[src/rtl/irsir_pkg.sv]
package irsir_pkg;

    localparam int unsigned DEF_BIT_CYCLES  = 16;
    localparam int unsigned DEF_SYNC_STAGES = 2;

    typedef enum logic {
        LVL_SPACE = 1'b0,
        LVL_MARK  = 1'b1
    } line_lvl_e;

    typedef struct packed {
        logic fall;
        logic rise;
    } edge_evt_t;

    function automatic int unsigned cnt_width(input int unsigned span);
        return (span <= 2) ? 1 : $clog2(span);
    endfunction

endpackage

[src/rtl/ir_sync.sv]
module ir_sync #(
    parameter int unsigned STAGES = irsir_pkg::DEF_SYNC_STAGES
) (
    input  logic clk,
    input  logic rst,
    input  logic d,
    output logic q
);
    logic [STAGES-1:0] chain;

    generate
        for (genvar s = 0; s < STAGES; s++) begin : g_stage
            if (s == 0) begin : g_first
                always_ff @(posedge clk) begin
                    if (rst) chain[0] <= 1'b1;
                    else     chain[0] <= d;
                end
            end else begin : g_next
                always_ff @(posedge clk) begin
                    if (rst) chain[s] <= 1'b1;
                    else     chain[s] <= chain[s-1];
                end
            end
        end
    endgenerate

    assign q = chain[STAGES-1];

    AST_SYNC_IDLE_AFTER_RESET: assert property (@(posedge clk) disable iff (rst)
        $past(rst) |-> q == 1'b1);
endmodule

[src/rtl/ir_edge.sv]
module ir_edge
    import irsir_pkg::*;
(
    input  logic      clk,
    input  logic      rst,
    input  logic      lvl,
    output edge_evt_t evt
);
    logic prev_q;

    always_ff @(posedge clk) begin
        if (rst) prev_q <= 1'b1;
        else     prev_q <= lvl;
    end

    always_comb begin
        evt.fall = prev_q & ~lvl;
        evt.rise = ~prev_q & lvl;
    end

    AST_SINGLE_FALL: assert property (@(posedge clk) disable iff (rst)
        evt.fall |=> !evt.fall);
    AST_EDGE_EXCLUSIVE: assert property (@(posedge clk) disable iff (rst)
        !(evt.fall && evt.rise));
endmodule

[src/rtl/ir_stretch.sv]
module ir_stretch
    import irsir_pkg::*;
#(
    parameter int unsigned BIT_CYCLES = DEF_BIT_CYCLES
) (
    input  logic      clk,
    input  logic      rst,
    input  edge_evt_t evt,
    output line_lvl_e lvl
);
    localparam int unsigned CW = cnt_width(BIT_CYCLES);
    localparam logic [CW-1:0] RELOAD = CW'(BIT_CYCLES - 1);

    logic [CW-1:0] cnt;

    always_ff @(posedge clk) begin
        if (rst) begin
            lvl <= LVL_MARK;
            cnt <= '0;
        end else if (evt.fall) begin
            lvl <= LVL_SPACE;
            cnt <= RELOAD;
        end else if (lvl == LVL_SPACE) begin
            if (cnt == '0) lvl <= LVL_MARK;
            else           cnt <= cnt - 1'b1;
        end
    end

    AST_RESET_MARK: assert property (@(posedge clk) disable iff (rst)
        $past(rst) |-> lvl == LVL_MARK);
    AST_FALL_STARTS_SPACE: assert property (@(posedge clk) disable iff (rst)
        evt.fall |=> (lvl == LVL_SPACE && cnt == RELOAD));
    AST_SPACE_HELD: assert property (@(posedge clk) disable iff (rst)
        (lvl == LVL_SPACE && cnt != '0) |=> lvl == LVL_SPACE);
    AST_RETRIGGER_RELOADS: assert property (@(posedge clk) disable iff (rst)
        (lvl == LVL_SPACE && evt.fall) |=> cnt == RELOAD);
    AST_EXPIRY_RELEASES: assert property (@(posedge clk) disable iff (rst)
        (lvl == LVL_SPACE && cnt == '0 && !evt.fall) |=> lvl == LVL_MARK);
    AST_IDLE_STAYS_MARK: assert property (@(posedge clk) disable iff (rst)
        (lvl == LVL_MARK && !evt.fall) |=> lvl == LVL_MARK);
    AST_RISE_IGNORED: assert property (@(posedge clk) disable iff (rst)
        (evt.rise && lvl == LVL_MARK) |=> lvl == LVL_MARK);
endmodule

[src/rtl/ir_sir_rx.sv]
module ir_sir_rx
    import irsir_pkg::*;
#(
    parameter int unsigned SYNC_STAGES = DEF_SYNC_STAGES,
    parameter int unsigned BIT_CYCLES  = DEF_BIT_CYCLES
) (
    input  logic clk,
    input  logic rst,
    input  logic ir_rxd_i,
    output logic rxd_o
);
    logic      ir_sync_lvl;
    edge_evt_t ir_evt;
    line_lvl_e out_lvl;

    ir_sync #(.STAGES(SYNC_STAGES)) u_sync (
        .clk (clk),
        .rst (rst),
        .d   (ir_rxd_i),
        .q   (ir_sync_lvl)
    );

    ir_edge u_edge (
        .clk (clk),
        .rst (rst),
        .lvl (ir_sync_lvl),
        .evt (ir_evt)
    );

    ir_stretch #(.BIT_CYCLES(BIT_CYCLES)) u_stretch (
        .clk (clk),
        .rst (rst),
        .evt (ir_evt),
        .lvl (out_lvl)
    );

    assign rxd_o = out_lvl;

    AST_OUT_FOLLOWS_STRETCH: assert property (@(posedge clk) disable iff (rst)
        ir_evt.fall |=> !rxd_o);
endmodule

[config.mk]
export PLATFORM = sky130hd
export DESIGN_NAME = ir_sir_rx
export DESIGN_NICKNAME = d
export VERILOG_FILES = /design/src/rtl/irsir_pkg.sv /design/src/rtl/ir_sync.sv /design/src/rtl/ir_edge.sv /design/src/rtl/ir_stretch.sv /design/src/rtl/ir_sir_rx.sv
export SDC_FILE = /design/constraint.sdc
export NUM_CORES = 1
export LEC_CHECK = 0
export ABC_AREA = 1
export BUFFER_PORTS_ARGS = -buffer_cell sky130_fd_sc_hd__buf_2
export CORE_AREA = 2 2 39 41
export DETAILED_ROUTE_END_ITERATION = 8
export DIE_AREA = 0 0 41 43
export GPL_TIMING_DRIVEN = 0
export PLACE_DENSITY = 0.47
export SLEW_MARGIN = 15
export SYNTH_ARGS = -nofsm -noshare
export SYNTH_HDL_FRONTEND = slang
export SYNTH_SLANG_ARGS = --single-unit
[constraint.sdc]
create_clock -name clk -period 1.2 [get_ports clk]
set_input_delay 0.36 -clock clk [delete_from_list [all_inputs] [get_ports clk]]
set_output_delay 0.36 -clock clk [all_outputs]
set_load 0.01 [all_outputs]
==> out/results.tsv, run 1 <==
metric	value	unit
drt-vias-per-instance	4.37	
skew	0.00528	ns
swShare	0.261	
gp_congestion	0.671	
clock_path_buffers	2	
num-nets-final	58	
path_max_fanout	6	
grt_pass1_vias	270	
slew_viol_final	0	
synthArstFlopShare	0	
slew_headroom	0.881	
cp.arrival	1.24	ns
max_freq	912	MHz
diodes	0	
synth-seq-cells	8	
cts_tree	built	
min_period_over_period	0.913	
cts-root-buf	clkbuf_4	
seqPwrFrac	0.490	
die_w	41	um
ys_types	16	
p_clk_frac	0.341	
area_delta_synth_final	19.1	%
place_area	409	um2
crit_path_end_kind	register	
vdd_drop_max	0.000543	V
syn_inst	46	
core_area	0.00138	mm2
clk_latency	0.25	ns
die-area	0.00176	mm2
p_leak	0.219	nW
netlist.top_cell.by_area	dfxtp_1	
postRouteAntennaNets	0	
yosys-top-cells-area	dfxtp_1, nand2_1, nand3_1	
grtUsageTotal	0.0947	
port_buffers	3	
cts_htree_levels	1	
drive_above_1_share	0.327	
totalWireLength	620	um
synth_most_common_cell	nand2_1	
first_pass_iters	4	
drtIter0Drc	3	
clock_sinks	8	
yosys-top-cells-count	nand2_1, dfxtp_1, inv_1	
status	finished clean	
rows	14	
period_needed	1.10	ns
setup_violations	0	
timing.final.ws_setup	0.104	ns
setup-tns-final	0	ns
place_ws	0.0147	ns
required	1.35	ns
worst_pin_slew	0.178	ns
ys_warn_count	0	
ys_seq_area_frac	0.428	
syn_area	374	um2
combPwrFrac	0.169	
clkTransAtPathRegs	0.06	ns
postCtsHoldBufs	0	
stdcell_area	445	um2
place.detailed.hpwl	452	um
syn_area_per_cell	8.13	um2
grt_overflow	0	
cts_inserted_buffers	3	
postCtsSetupBuffers	0	
hold_viol	0	
drc	0	
min-delay-path-class	input pin to register	
crit_path_start_kind	register	
initial_core_util	0.270	
fp.dieH	43	um
vias	297	
maxCapViolCount	0	
grt_max_degree	8	
post_drt_wl_per_cell	9.12	um
synthesis.nets	50	
power_switching	155	uW
synth_edf_count	0	
synth_ff_type	dfxtp_1	
power_density	1340	mW/mm2
antenna_found_initial	0	
p_int	441	uW
ios	4	
crit_type	register to register	
grt_pass1_wl	1.10	mm
synth_top_area_share	0.428	
final_util	0.322	
## cell usage in the layout (no fill, tap or decap), drive strengths merged
master  count
buf         3
clkbuf      3
inv         8
a31oi       1
nand3       7
nor2        2
nand2      13
a21oi       2
dfxtp       8
or2         3
o21ai       1
ha          1
## power groups by stage
stage               Combinational [mW]  Sequential (mW)  Clock [mW]
CTS                             0.0945            0.291       0.209
global placement                0.0935            0.297           0
detailed placement              0.0940            0.296           0
floorplan                       0.0748            0.296           0
global route                     0.115            0.294       0.227
finish                           0.101            0.292       0.203
## critical path, stage by stage (launching register included)
cell and delay [ns]:
dfxtp_2 0.34, inv_1 0.07, ha_4 0.16, nand3_2 0.09, nand2_4 0.08, nand2_1 0.06, nand2_1 0.04, o21ai_1 0.11
inv_1 0.04
## cell families after synthesis
logic type	synth area share
compound gates	0.0669
fa+ha+maj	0.0334
buf+inv	0.0803
flops	0.428
simple gates	0.391
## worst paths after layout
| path | start | end | slack (ns) | cells past startpoint |
|---|---|---|---|---|
| setup reg to reg | u_stretch.cnt[1] | u_stretch.cnt[1] | 0.10 | 8 |
| setup / recovery | u_stretch.cnt[1] | u_stretch.cnt[1] | 0.10 | 8 |
| hold reg to reg | u_sync.chain[0] | u_sync.q | 0.43 | 1 |
| hold / removal | ir_rxd_i | u_sync.chain[0] | 0.29 | 2 |
## flip-flops by register name, summed over array words and instances, names as in the netlist
| signal | count |
|---|---|
| u_stretch.lvl | 1 |
| u_sync.q | 1 |
| u_edge.prev_q | 1 |
| u_sync.chain | 1 |
| u_stretch.cnt | 4 |
## layer usage
layer	routed length, um	up-vias	track usage
li1	-	156	-
met1	276	132	0.117
met2	311	5	0.125
met3	16	4	0.0314
met4	17	0	0.0800
met5	0	-	0
## layout make-up
cell class                 instances  area (um2)
fill                             152         938
multi-input combinational         30         196
sequential                         8         161
inverter                           8        30.0
clock buffer                       3        22.5
tap                               16        20.0
timing repair buffer               3        15.0
## through the flow
step	hold slack, ns	instances	total power [mW]
final	0.289	68	0.596
after global routing	0.274	68	0.636
after CTS	0.283	68	0.594
after detailed placement	0.408	65	0.390
after global placement	0.408	65	0.390
after floorplan	0.389	46	0.370
## timing repair
action,4_1_cts,5_1_grt
endpoints found under the setup margin,0,3
gates resized for setup,0,4
endpoints found under the hold margin,0,0
No activity file was read; power rests on OpenSTA's default activity.
==> inputs of run 2 (changes only) <==
--- a/config.mk
+++ b/config.mk
@@ -8,6 +8,7 @@
 export ABC_AREA = 1
 export BUFFER_PORTS_ARGS = -buffer_cell sky130_fd_sc_hd__buf_2
 export CORE_AREA = 2 2 39 41
+export CTS_BUF_LIST = sky130_fd_sc_hd__clkbuf_8
 export DETAILED_ROUTE_END_ITERATION = 8
 export DIE_AREA = 0 0 41 43
 export GPL_TIMING_DRIVEN = 0
==> run 2 against run 1 <==
Against the previous run:
- count of clock-buffer cells in the layout unchanged
- sequential power barely moved
- clock skew down 0.0041 ns
- critical path depth is the same
- design area grew 4.2%
- total power is 19% higher
- sequential cell count unchanged
- largest power group is now the clock network
- highest routed layer unchanged
==> out/results.tsv, run 2 (same netlist as run 1, synthesis figures left out) <==
metric	value	unit	change
status	finished clean		unchanged
post_drt_wl_per_cell	9.37	um	was 9.12 um
required	1.32	ns	was 1.35 ns
grt_overflow	0		unchanged
multi_input_area	196	um2	unchanged
hold-path-endpoint	u_sync.chain[0]		unchanged
skew	0.00121	ns	was 0.00528 ns
p_clk_frac	0.446		was 0.341
seqPwrFrac	0.413		was 0.490
min-delay-path-class	input pin to register		unchanged
cp.arrival	1.21	ns	was 1.24 ns
ios	4		unchanged
layout_common_cells	nand2_1, dfxtp_1, inv_1, nand3_1		unchanged
r2r_slack	0.11	ns	was 0.10 ns
setup-tns-final	0	ns	unchanged
fillers	149		was 152
postCtsSetupBuffers	0		unchanged
r2r_cells	8		unchanged
max_freq	914	MHz	was 912 MHz
antenna_found_initial	0		unchanged
seqCellArea	161	um2	unchanged
postCtsHoldBufs	0		unchanged
crit_path_start_kind	register		unchanged
totalWireLength	637	um	was 620 um
clk_latency	0.23	ns	was 0.25 ns
critPathSlowestCell	dfxtp_1		was dfxtp_2
vdd_drop_max	0.000712	V	was 0.000543 V
power_switching	166	uW	was 155 uW
swShare	0.234		was 0.261
post_cts_resized	0		unchanged
clock_sinks	8		unchanged
drt-vias-per-instance	4.44		was 4.37
grt_pass1_wl	1.10	mm	about the same
crit_path_end_kind	register		unchanged
cts-root-buf	clkbuf_8		was clkbuf_4
path_max_fanout	6		unchanged
first_pass_iters	4		unchanged
p_int	544	uW	was 441 uW
grt_setup_unrepaired	false		
timing.final.ws_setup	0.106	ns	was 0.104 ns
slew_headroom	0.881		about the same
hold_viol	0		unchanged
crit_type	register to register		unchanged
worst_pin_slew	0.178	ns	about the same
cp_cell_sequence	inv_2, ha_4, nand3_2, nand2_4, nand2_1, nand2_1, o21ai_1, inv_1		was inv_1, ha_4, nand3_2, nand2_4, nand2_1, nand2_1, o21ai_1, inv_1
clkTransAtPathRegs	0.04	ns	was 0.06 ns
power_density	1530	mW/mm2	was 1340 mW/mm2
final_common_cell	nand2_1		unchanged
slew_viol_final	0		unchanged
setup_violations	0		unchanged
die_w	41	um	unchanged
reg2reg_from	u_stretch.cnt[0]		was u_stretch.cnt[1]
vias	302		was 297
num-nets-final	58		unchanged
crit_top_cell	nand2_1		
rows	14		unchanged
drtIter0Drc	4		was 3
clock_path_buffers	2		unchanged
core_area	0.00138	mm2	unchanged
maxCapViolCount	0		unchanged
hold_path_depth	2		unchanged
gp_congestion	0.671		unchanged
area_delta_synth_final	24.1	%	was 19.1%
postRouteAntennaNets	0		unchanged
top_register	u_stretch.cnt		unchanged
cts_htree_levels	1		unchanged
place.detailed.hpwl	452	um	unchanged
slowest_delay	0.33	ns	was 0.34 ns
place_ws	0.0147	ns	unchanged
period_needed	1.09	ns	was 1.10 ns
grt_pass1_vias	272		was 270
r2r-end	u_stretch.cnt[1]		unchanged
min_period_over_period	0.912		was 0.913
grt_max_degree	8		unchanged
grtUsageTotal	0.0977		was 0.0947
final_util	0.335		was 0.322
initial_core_util	0.270		unchanged
port_buffers	3		unchanged
p_leak	0.226	nW	was 0.219 nW
cts_inserted_buffers	3		unchanged
holdWs	0.316	ns	was 0.289 ns
cts_tree	built		unchanged
combPwrFrac	0.142		was 0.169
diodes	0		unchanged
drive_above_1_share	0.327		unchanged
largest_reg_flops	4		unchanged
die-area	0.00176	mm2	unchanged
min_from	ir_rxd_i		unchanged
drc	0		unchanged
fp.dieH	43	um	unchanged
==> run 2: cell count changes in the layout (fill, tap and decap cells not counted) <==
cell / previous run / this run
clkbuf_4: 3 / 0
clkbuf_8: 0 / 3
==> run 2: final cells by class <==
type                    instances  share of cell area
multi-input cells              30               0.423
flip-flops and latches          8               0.348
clock buffers                   3              0.0889
inverters                       8              0.0647
well taps                      16              0.0431
repair buffers                  3              0.0323
==> run 2: worst max-delay path, delay by kind of cell (launching register included) <==
kind	cells	cell delay [ns]
and+or+nand+nor	4	0.27
AOI/OAI and AO/OA	1	0.11
adders and majority gates	1	0.16
buffers and inverters	2	0.11
DFF	1	0.33
==> run 2: worst max path at each step <==
stage                startpoint                to  cells past startpoint
5_1_grt        u_stretch.cnt[1]  u_stretch.cnt[1]                      8
6_report       u_stretch.cnt[0]  u_stretch.cnt[1]                      8
2_1_floorplan  u_stretch.cnt[0]  u_stretch.cnt[1]                      8
4_1_cts        u_stretch.cnt[0]  u_stretch.cnt[1]                      8
3_5_place_dp   u_stretch.cnt[0]  u_stretch.cnt[1]                      8
3_3_place_gp   u_stretch.cnt[0]  u_stretch.cnt[1]                      8
==> run 2: power by group through the flow <==
| stage | Combinational [mW] | Sequential [mW] | Clock, mW |
|---|---|---|---|
| 2_1_floorplan | 0.0748 | 0.296 | 0 |
| 3_3_place_gp | 0.0935 | 0.297 | 0 |
| 3_5_place_dp | 0.0940 | 0.296 | 0 |
| 4_1_cts | 0.0945 | 0.292 | 0.333 |
| 5_1_grt | 0.115 | 0.295 | 0.346 |
| 6_report | 0.101 | 0.293 | 0.317 |
==> run 2: per-layer routing <==
layer | track usage | up-vias | wire length [um]
li1 | - | 157 | -
met1 | 0.114 | 134 | 275
met2 | 0.128 | 6 | 313
met3 | 0.0314 | 5 | 19
met4 | 0.100 | 0 | 28
met5 | 0 | - | 0
==> run 2: through the flow <==
stage | std cells | cell area [um2] | power (mW)
2_1_floorplan | 46 | 374 | 0.370
3_3_place_gp | 65 | 409 | 0.390
3_5_place_dp | 65 | 409 | 0.390
4_1_cts | 68 | 450 | 0.720
5_1_grt | 68 | 464 | 0.756
6_report | 68 | 464 | 0.711
==> inputs of run 3 (changes only) <==
--- a/config.mk
+++ b/config.mk
@@ -5,14 +5,13 @@
 export SDC_FILE = /design/constraint.sdc
 export NUM_CORES = 1
 export LEC_CHECK = 0
-export ABC_AREA = 1
 export BUFFER_PORTS_ARGS = -buffer_cell sky130_fd_sc_hd__buf_2
 export CORE_AREA = 2 2 39 41
 export CTS_BUF_LIST = sky130_fd_sc_hd__clkbuf_8
 export DETAILED_ROUTE_END_ITERATION = 8
 export DIE_AREA = 0 0 41 43
 export GPL_TIMING_DRIVEN = 0
-export PLACE_DENSITY = 0.47
+export PLACE_DENSITY = 0.44
 export SLEW_MARGIN = 15
 export SYNTH_ARGS = -nofsm -noshare
 export SYNTH_HDL_FRONTEND = slang
==> run 3 against run 2 <==
Against the previous run:
- the flow now finishes with violations (negative setup slack)
- via count shrank 8.3%
- largest power group unchanged
- clock power is 1% higher
- non-clock buffer count increased by 4
- count of clock-buffer cells in the layout is the same
- global-route usage increased by 1.4 points
- largest cell class unchanged
- first-iteration DRC count up 50%
==> out/results.tsv, run 3 <==
metric	value	unit	change
status	complete, but fails checks		was finished clean
failed_checks	negative setup slack		
period_needed	1.39	ns	was 1.09 ns
slew_viol_final	0		unchanged
place.detailed.hpwl	455	um	was 452 um
syn_area	333	um2	was 374 um2
grt_overflow	0		unchanged
clk_latency	0.23	ns	about the same
antenna_found_initial	0		unchanged
grtUsageTotal	0.112		was 0.0977
ys_seq_area_frac	0.481		was 0.428
r2r-end	u_stretch.cnt[1]		unchanged
worst_pin_slew	0.349	ns	was 0.178 ns
hold-path-endpoint	u_sync.chain[0]		unchanged
r2r_cells	5		was 8
vdd_drop_max	0.000641	V	was 0.000712 V
crit_path_start_kind	register		unchanged
post_drt_wl_per_cell	11.0	um	was 9.37 um
seqCellArea	164	um2	was 161 um2
drc	0		unchanged
maxCapViolCount	0		unchanged
totalWireLength	639	um	was 637 um
synth-seq-cells	8		unchanged
multi_input_area	183	um2	was 196 um2
timing.final.ws_setup	-0.194	ns	was 0.106 ns
synth_most_common_cell	dfxtp_1		was nand2_1
path_max_fanout	2		was 6
r2r_slack	-0.19	ns	was 0.11 ns
grt_pass1_vias	308		was 272
setup-tns-final	-0.296	ns	was 0 ns
top_register	u_stretch.cnt		unchanged
dp_cells	51		was 65
synth_ff_type	dfxtp_1		unchanged
final_common_cell	dfxtp_1		was nand2_1
syn_area_per_cell	10.4	um2	was 8.13 um2
drtIter0Drc	6		was 4
cts_inserted_buffers	3		unchanged
initial_core_util	0.241		was 0.270
first_pass_iters	2		was 4
die-area	0.00176	mm2	unchanged
min_from	ir_rxd_i		unchanged
diodes	0		unchanged
ios	4		unchanged
yosys-top-cells-area	dfxtp_1, o311a_1, or2_2		was dfxtp_1, nand2_1, nand3_1
ys_warn_count	0		unchanged
drive_above_1_share	0.524		was 0.327
fillers	152		was 149
fp.dieH	43	um	unchanged
max_freq	717	MHz	was 914 MHz
final_util	0.335		unchanged
min-delay-path-class	input pin to register		unchanged
power.total	717	uW	was 711 uW
power_density	1540	mW/mm2	was 1530 mW/mm2
hold_viol	0		unchanged
startpoint	u_stretch.cnt[0]		unchanged
die_w	41	um	unchanged
port_buffers	3		unchanged
clock_sinks	8		unchanged
drt-vias-per-instance	4.78		was 4.44
largest_reg_flops	4		unchanged
netlist.top_cell.by_area	dfxtp_1		unchanged
clock_path_buffers	2		unchanged
slew_headroom	0.765		was 0.881
cts_tree	built		unchanged
hold_path_depth	2		unchanged
skew	0.000957	ns	was 0.00121 ns
cts-root-buf	clkbuf_8		unchanged
ys_types	19		was 16
num-nets-final	48		was 58
grt_max_degree	9		was 8
place_ws	-0.247	ns	was 0.0147 ns
place_area	379	um2	was 409 um2
min_period_over_period	1.16		was 0.912
cts_htree_levels	1		unchanged
stdcell_area	464	um2	unchanged
vias	277		was 302
crit_path_end_kind	register		unchanged
grt_setup_unrepaired	true		was false
area_delta_synth_final	39.5	%	was 24.1%
layout_common_cells	dfxtp_1, buf_4		was nand2_1, dfxtp_1, inv_1, nand3_1
setup_violations	3		was 0
p_leak	0.188	nW	was 0.226 nW
synth_edf_count	0		unchanged
stdcell_count	58		was 68
postRouteAntennaNets	0		unchanged
rows	14		unchanged
cp.arrival	1.51	ns	was 1.21 ns
crit_type	register to register		unchanged
holdWs	0.311	ns	was 0.316 ns
synth_top_area_share	0.481		was 0.428
core_area	0.00138	mm2	unchanged
required	1.31	ns	was 1.32 ns
grt_pass1_wl	1.27	mm	was 1.10 mm
gp_congestion	0.773		was 0.671
postCtsHoldBufs	0		unchanged
synthArstFlopShare	0		unchanged
syn_inst	32		was 46
reg2reg_from	u_stretch.cnt[0]		unchanged
clkTransAtPathRegs	0.04	ns	about the same
yosys-top-cells-count	dfxtp_1, inv_1, or2_2		was nand2_1, dfxtp_1, inv_1
synthesis.nets	36		was 50
[run 3: changes by cell type in the layout (fill, tap and decap cells not counted), moves of 4 or more]
cell     before  now
nand2_1      10    0
nand3_1       6    0
buf_4         0    4
inv_1         6    1
[run 3: kinds of logic after synthesis]
group           count (synthesis)  synth area share
compound gates                  8             0.162
flops                           8             0.481
buf+inv                         3            0.0338
simple gates                   12             0.286
fa+ha+maj                       1            0.0376
[run 3: repair_timing]
action	CTS	global route
pin swaps	3	2
endpoints found under the hold margin	0	0
resized for setup	3	2
buffers inserted	4	0
endpoints found under the setup margin	3	5
[run 3: worst max-delay path by stage]
stage	endpoint	slack, ns	cells after the start
6_report	u_stretch.cnt[1]	-0.19	5
5_1_grt	u_stretch.cnt[1]	-0.25	5
4_1_cts	u_stretch.cnt[1]	-0.23	5
3_5_place_dp	u_stretch.cnt[1]	-0.25	5
3_3_place_gp	u_stretch.cnt[1]	-0.23	5
2_1_floorplan	u_stretch.cnt[1]	-0.18	5
[run 3: power by group]
part           switching (mW)  leakage, nW  internal [mW]  total (mW)
combinational          0.0369        0.100         0.0586      0.0956
sequential             0.0161       0.0662          0.285       0.301
clock                   0.104       0.0216          0.217       0.321
[run 3: final cells by class]
class,instances,share of cell area
inverters,3,0.0243
well taps,16,0.0431
multi-input cells,21,0.394
repair buffers,7,0.0970
clock buffers,3,0.0889
flip-flops and latches,8,0.353
[run 3: worst max-delay path: stages, from the launching register on]
cell     delay [ns]
dfxtp_2        0.33
inv_2          0.04
ha_4           0.15
nor3b_4        0.14
or4b_1         0.48
o311a_1        0.14
[run 3: per-layer routing]
| metal | global-route usage | part of all wire |
|---|---|---|
| met5 | 0 | 0 |
| met2 | 0.163 | 0.51 |
| met1 | 0.123 | 0.40 |
| met3 | 0.0314 | 0.045 |
| met4 | 0.100 | 0.042 |
